### config.mk
export PLATFORM = sky130hd
export DESIGN_NAME = rs_array
export DESIGN_NICKNAME = d
export VERILOG_FILES = /design/src/rtl/rs_array.sv
export SDC_FILE = /design/constraint.sdc
export NUM_CORES = 2
export LEC_CHECK = 0
export BUFFER_PORTS_ARGS = -buffer_cell sky130_fd_sc_hd__buf_2
export CAP_MARGIN = 20
export CORE_ASPECT_RATIO = 0.9
export CORE_MARGIN = 2
export CORE_UTILIZATION = 40
export DETAILED_ROUTE_END_ITERATION = 16
export GPL_ROUTABILITY_DRIVEN = 0
export SETUP_SLACK_MARGIN = 0.3
export SLEW_MARGIN = 20
export SYNTH_ARGS = -nofsm -noshare
export SYNTH_HDL_FRONTEND = slang
export SYNTH_SLANG_ARGS = --single-unit
### constraint.sdc
create_clock -name clk -period 9.7 [get_ports clk]
set_clock_uncertainty 0.05 [all_clocks]
set_input_delay 0 -clock clk [delete_from_list [all_inputs] [get_ports clk]]
set_output_delay 0 -clock clk [all_outputs]
set_load 0.005 [all_outputs]
### src/rtl/rs_array.sv
module rs_array #(
  parameter int N_ADD   = 3,
  parameter int N_MUL   = 2,
  parameter int NREG    = 8,
  parameter int DW      = 16,
  parameter int ADD_LAT = 2,
  parameter int MUL_LAT = 4,
  localparam int NRS = N_ADD + N_MUL,
  localparam int TW  = $clog2(NRS + 1),
  localparam int RW  = $clog2(NREG),
  localparam int CW  = $clog2((ADD_LAT > MUL_LAT ? ADD_LAT : MUL_LAT) + 1)
) (
  input  logic          clk,
  input  logic          rst_n,
  input  logic          issue_valid,
  input  logic [1:0]    issue_op,
  input  logic [RW-1:0] issue_rd,
  input  logic [RW-1:0] issue_rs1,
  input  logic [RW-1:0] issue_rs2,
  output logic          issue_ready,
  input  logic [RW-1:0] rd_addr,
  output logic [DW-1:0] rd_value,
  output logic [TW-1:0] rd_tag,
  output logic          cdb_valid,
  output logic [TW-1:0] cdb_tag,
  output logic [DW-1:0] cdb_value
);

  logic [NREG-1:0][DW-1:0] reg_val;
  logic [NREG-1:0][TW-1:0] reg_tag;

  logic [NRS-1:0]          st_busy, st_disp;
  logic [NRS-1:0][1:0]     st_op;
  logic [NRS-1:0][DW-1:0]  st_vj, st_vk;
  logic [NRS-1:0][TW-1:0]  st_qj, st_qk;

  logic [1:0]              u_busy, u_done;
  logic [1:0][CW-1:0]      u_cnt;
  logic [1:0][DW-1:0]      u_res;
  logic [1:0][TW-1:0]      u_tag;

  logic [1:0]              d_ok;
  logic [1:0][TW-1:0]      d_idx;
  logic [1:0][DW-1:0]      d_res;

  logic                    have_free, issue_fire;
  logic [TW-1:0]           new_idx, new_tag;
  logic [DW-1:0]           s1_val, s2_val;
  logic [TW-1:0]           s1_tag, s2_tag;

  assign rd_value  = reg_val[rd_addr];
  assign rd_tag    = reg_tag[rd_addr];

  assign cdb_valid = |u_done;
  assign cdb_tag   = u_done[1] ? u_tag[1] : u_tag[0];
  assign cdb_value = u_done[1] ? u_res[1] : u_res[0];

  always_comb begin
    have_free = 1'b0;
    new_idx   = '0;
    for (int i = NRS - 1; i >= 0; i--) begin
      if (!st_busy[i] && ((i >= N_ADD) == issue_op[1])) begin
        have_free = 1'b1;
        new_idx   = TW'(i);
      end
    end
  end

  assign issue_ready = have_free;
  assign issue_fire  = issue_valid && have_free;
  assign new_tag     = new_idx + 1'b1;

  always_comb begin
    s1_val = reg_val[issue_rs1];
    s1_tag = reg_tag[issue_rs1];
    if (s1_tag != '0 && cdb_valid && s1_tag == cdb_tag) begin
      s1_val = cdb_value;
      s1_tag = '0;
    end
    s2_val = reg_val[issue_rs2];
    s2_tag = reg_tag[issue_rs2];
    if (s2_tag != '0 && cdb_valid && s2_tag == cdb_tag) begin
      s2_val = cdb_value;
      s2_tag = '0;
    end
  end

  always_comb begin
    logic [2*DW-1:0] prod;
    logic [DW-1:0]   a, b;
    for (int u = 0; u < 2; u++) begin
      d_ok[u]  = 1'b0;
      d_idx[u] = '0;
      for (int i = NRS - 1; i >= 0; i--) begin
        if (((i >= N_ADD) == (u == 1)) && st_busy[i] && !st_disp[i] &&
            st_qj[i] == '0 && st_qk[i] == '0 && !u_busy[u]) begin
          d_ok[u]  = 1'b1;
          d_idx[u] = TW'(i);
        end
      end
    end
    a        = st_vj[d_idx[0]];
    b        = st_vk[d_idx[0]];
    d_res[0] = st_op[d_idx[0]][0] ? a - b : a + b;
    a        = st_vj[d_idx[1]];
    b        = st_vk[d_idx[1]];
    prod     = {{DW{1'b0}}, a} * {{DW{1'b0}}, b};
    d_res[1] = st_op[d_idx[1]][0] ? prod[2*DW-1:DW] : prod[DW-1:0];
  end

  always_ff @(posedge clk) begin
    if (!rst_n) begin
      for (int r = 0; r < NREG; r++) begin
        reg_val[r] <= DW'(r + 1);
        reg_tag[r] <= '0;
      end
    end else begin
      for (int r = 0; r < NREG; r++) begin
        if (cdb_valid && reg_tag[r] != '0 && reg_tag[r] == cdb_tag) begin
          reg_val[r] <= cdb_value;
          reg_tag[r] <= '0;
        end
        if (issue_fire && issue_rd == RW'(r))
          reg_tag[r] <= new_tag;
      end
    end
  end

  always_ff @(posedge clk) begin
    if (!rst_n) begin
      st_busy <= '0;
      st_disp <= '0;
      st_op   <= '0;
      st_vj   <= '0;
      st_vk   <= '0;
      st_qj   <= '0;
      st_qk   <= '0;
    end else begin
      for (int i = 0; i < NRS; i++) begin
        if (cdb_valid && st_busy[i] && st_qj[i] != '0 && st_qj[i] == cdb_tag) begin
          st_vj[i] <= cdb_value;
          st_qj[i] <= '0;
        end
        if (cdb_valid && st_busy[i] && st_qk[i] != '0 && st_qk[i] == cdb_tag) begin
          st_vk[i] <= cdb_value;
          st_qk[i] <= '0;
        end
        if (d_ok[(i >= N_ADD) ? 1 : 0] && d_idx[(i >= N_ADD) ? 1 : 0] == TW'(i))
          st_disp[i] <= 1'b1;
        if (cdb_valid && cdb_tag == TW'(i + 1)) begin
          st_busy[i] <= 1'b0;
          st_disp[i] <= 1'b0;
        end
        if (issue_fire && new_idx == TW'(i)) begin
          st_busy[i] <= 1'b1;
          st_disp[i] <= 1'b0;
          st_op[i]   <= issue_op;
          st_vj[i]   <= s1_val;
          st_qj[i]   <= s1_tag;
          st_vk[i]   <= s2_val;
          st_qk[i]   <= s2_tag;
        end
      end
    end
  end

  for (genvar u = 0; u < 2; u++) begin : g_unit
    localparam int LAT = (u == 0) ? ADD_LAT : MUL_LAT;
    logic won;
    assign won = (u == 1) ? u_done[1] : (u_done[0] && !u_done[1]);

    always_ff @(posedge clk) begin
      if (!rst_n) begin
        u_busy[u] <= 1'b0;
        u_done[u] <= 1'b0;
        u_cnt[u]  <= '0;
        u_res[u]  <= '0;
        u_tag[u]  <= '0;
      end else begin
        if (u_busy[u] && !u_done[u]) begin
          if (u_cnt[u] == '0) u_done[u] <= 1'b1;
          else                u_cnt[u]  <= u_cnt[u] - 1'b1;
        end
        if (won) begin
          u_busy[u] <= 1'b0;
          u_done[u] <= 1'b0;
        end
        if (d_ok[u]) begin
          u_busy[u] <= 1'b1;
          u_cnt[u]  <= CW'(LAT - 1);
          u_res[u]  <= d_res[u];
          u_tag[u]  <= d_idx[u] + 1'b1;
        end
      end
    end
  end

endmodule

==> results.md <==
* Via-to-Cell Ratio at 5.68
* NetSw at 1520 uW
* Most common cell after layout, fill and taps aside: nor2_1
* TritonRoute pass-1 iters at 5
* Storage cell area at 0.00809 sq mm
* Worst-margin pin slew at 1.15 ns
* Ports at 57
* Crit path buffers/inverters at 4
* Ys async rst share at 0%
* Most used cell, CP: fa_1
* Post-synth net total at 4152
* Fmax at 123 MHz
* Crit path max fanout at 37
* Remaining global-route overflow at 0
* Register bit total from synthesis at 404
* Final Max Tran Viols at 0
* H-tree lvl count at 2
* Post-route ant nets at 0
* Synth Cell Area at 0.0320 sq mm
* Initial antenna violation count at 3
* DR WL/cell at 21.0 microns
* Gate power share at 24.3%
* Status: finished clean
* Tcrit/Tclk final at 84.0%
* Effective utilization at floorplan at 40.4%
* Die ar. at 0.0824 sq mm
* Number of global-route vias before repair at 26400
* Hold Path Class: primary input to flip-flop
* Iter 0 DRT Violations at 2292
* HPWL Detailed at 71200 microns
* Flop pwr share at 38.5%
* # fillers at 7781
* Setup crit end kind: flip-flop
* Min Tclk post-route at 8.15 ns
* Pwr dens at 130 mW/mm^2
* Sw frac at 33.4%
* Synth Area per Inst at 8.41 sq um
* CTS Buf Count at 45
* Routed Wire Length at 101000 microns
* Clk_lat worst skew at 0.57 ns
* Int Power at 3030 uW
* Site Rows at 98
* Worst Path Required at 10.08 ns
* Count of cell types in the netlist at 64
* Most used DFF post-synth: dfxtp_1
* Area grow syn2layout at 8.73%
* Clock Tree Buf Depth at 3
* Final #Nets at 4070
* Post-synth EDFFs at 0
* Post-synthesis sequential area ratio at 25.3%
* Relative slew slack at 23.2%
* Layout cells sized above 1 at 11.8%
* Max-cap violations at 0
* Post-CTS sizing at 0
* Peak supply drop at 0.129 mV
* Post-Syn Instances at 3807
* Core area at 0.0793 sq mm
* Final setup viols at 0
* RSZ-0062 raised after global routing: false
* CP delay by family, top: adder cells
* CP arrival at 8.53 ns
* Sinks on Clock Net at 404
* CTS tree: yes
* Crit start category: flip-flop
* # port buffers at 56
* DR DRC count at 0
* Gr usage total at 24.4%
* Final Core Density at 43.9%
* Post-route setup TNS at 0 ns
* Clock power frac at 37.2%
* Final Hold Fails at 0
* Die width at 302 microns
* Max incr delay on CP at 0.93 ns
* Clock transition at path regs at 0.07 ns
* Leak at 0.0138 uW
* Area of the multi-input gates at 0.0220 sq mm
* Most frequent cells in the layout: 540 x nor2_1, 498 x nand2_1, 403 x dfxtp_1, 258 x inv_1, 216 x a21oi_1
* Crit path max-delay cell type: a21oi_1
* Die Y at 272 microns
* Largest net degree at the start of global routing at 130
* Synthesis Warnings at 0
* First-pass GRT wire length at 157000 microns
* Vias at 27300
* Root Buffer Master: clkbuf_16
* Worst setup path class: flip-flop to flip-flop
power by group through the flow:
stage	Clock, uW	Combinational (uW)	Sequential [uW]
2_1_floorplan	0	726	1760
4_1_cts	1710	1100	1750
6_report	1690	1100	1750
3_5_place_dp	0	1090	1780
5_1_grt	1790	1200	1750
3_3_place_gp	0	1090	1780
metal layers:
layer  vias up  part of all wire [%]  GRT usage, %
li1      12900                     -             -
met1     13300                    45          34.9
met2       885                    45          38.0
met3       162                   7.2          4.20
met4         2                   2.5          6.53
met5         -                 0.012             0
cells in the mapped netlist, types with 8 or more instances:
library cell  number  area share (%)
nor2_1           545             6.4
nand2_1          503             5.9
dfxtp_1          404              25
inv_1            259             3.0
a21oi_1          218             3.4
clkbuf_1         218             2.6
fa_1             195              12
o211ai_1         141             3.3
o21a_1           138             3.2
ha_1             133             5.2
mux4_2           114             8.0
o21ai_0          110             1.7
mux2i_1          105             3.3
a211oi_1          89             2.1
xnor2_1           68             1.9
mux2_2            58             2.0
nand3_1           49            0.77
nand2b_1          44            0.86
a21o_1            40            0.94
buf_2             36            0.56
a31oi_1           35            0.68
nor3_1            31            0.48
nand3b_1          23            0.54
buf_1             21            0.25
o22a_1            20            0.55
nor2b_1           19            0.37
xor2_1            18            0.49
nor4_1            16            0.31
and2_1            15            0.29
and3_1            15            0.29
or3_1             12            0.23
nand4_1           10            0.20
nor3b_1           10            0.23
o31ai_1            8            0.19
kinds of logic (layout without fill, tap and decap cells):
| logic type | count (synthesis) | after routing | synth area share, % |
|---|---|---|---|
| flops | 404 | 404 | 25.3 |
| simple gates | 1317 | 1317 | 17.6 |
| other cells | 0 | 3 | 0 |
| xor+xnor | 86 | 86 | 2.35 |
| mux | 277 | 277 | 13.3 |
| fa+ha+maj | 328 | 328 | 17.4 |
| compound gates | 853 | 853 | 17.5 |
| buf+inv | 542 | 493 | 6.55 |
flip-flops by register name, indices dropped and copies added, names as in the netlist, 6 cells and up:
| signal | count |
|---|---|
| u_cnt | 6 |
| st_qj | 15 |
| st_vk | 80 |
| reg_val | 128 |
| st_qk | 15 |
| u_res | 32 |
| reg_tag | 24 |
| st_vj | 80 |
per-stage QoR:
stage	total power [uW]	cells	setup WS, ns	area (sq um)	hold WS [ns]
final	4540	4811	1.55	34800	0.103
after global placement	2870	4721	1.84	33300	0.267
after detailed placement	2870	4721	1.63	33300	0.274
after global routing	4740	4810	1.09	34800	0.160
after floorplan	2490	3807	2.45	32000	0.0627
after CTS	4550	4808	1.62	34800	0.0910
worst min-delay path, cell delays in order:
cell and delay (ns):
buf_2 0.13, nand2_1 0.10, nor2_1 0.10, nand2_1 0.12, nor2_1 0.05, a21oi_1 0.11, nor2_1 0.04
final cells by class:
cell class	count	area share (%)
multi-input combinational	2861	63.2
sequential	404	23.2
clock buffer	69	3.89
tap	1050	3.77
timing repair buffer	150	2.88
inverter	263	2.86
clock inverter	11	0.187
antenna	3	0.0216
final timing paths:
check,slack (ns),depth (start not counted),start,to
worst min-delay path,0.10,7,issue_valid,reg_tag[1]
worst max register to register,1.55,25,st_qk[12],u_res[31]
worst max-delay path,1.55,25,st_qk[12],u_res[31]
worst min register to register,0.40,2,u_tag[2],u_tag[2]
repair_timing:
item | 4_1_cts | 5_1_grt
setup buffers | 0 | 0
hold buffers | 7 | 0
hold endpoints to repair | 37 | 0
setup endpoints to repair | 0 | 0
Power figures use the tool's default switching activity.
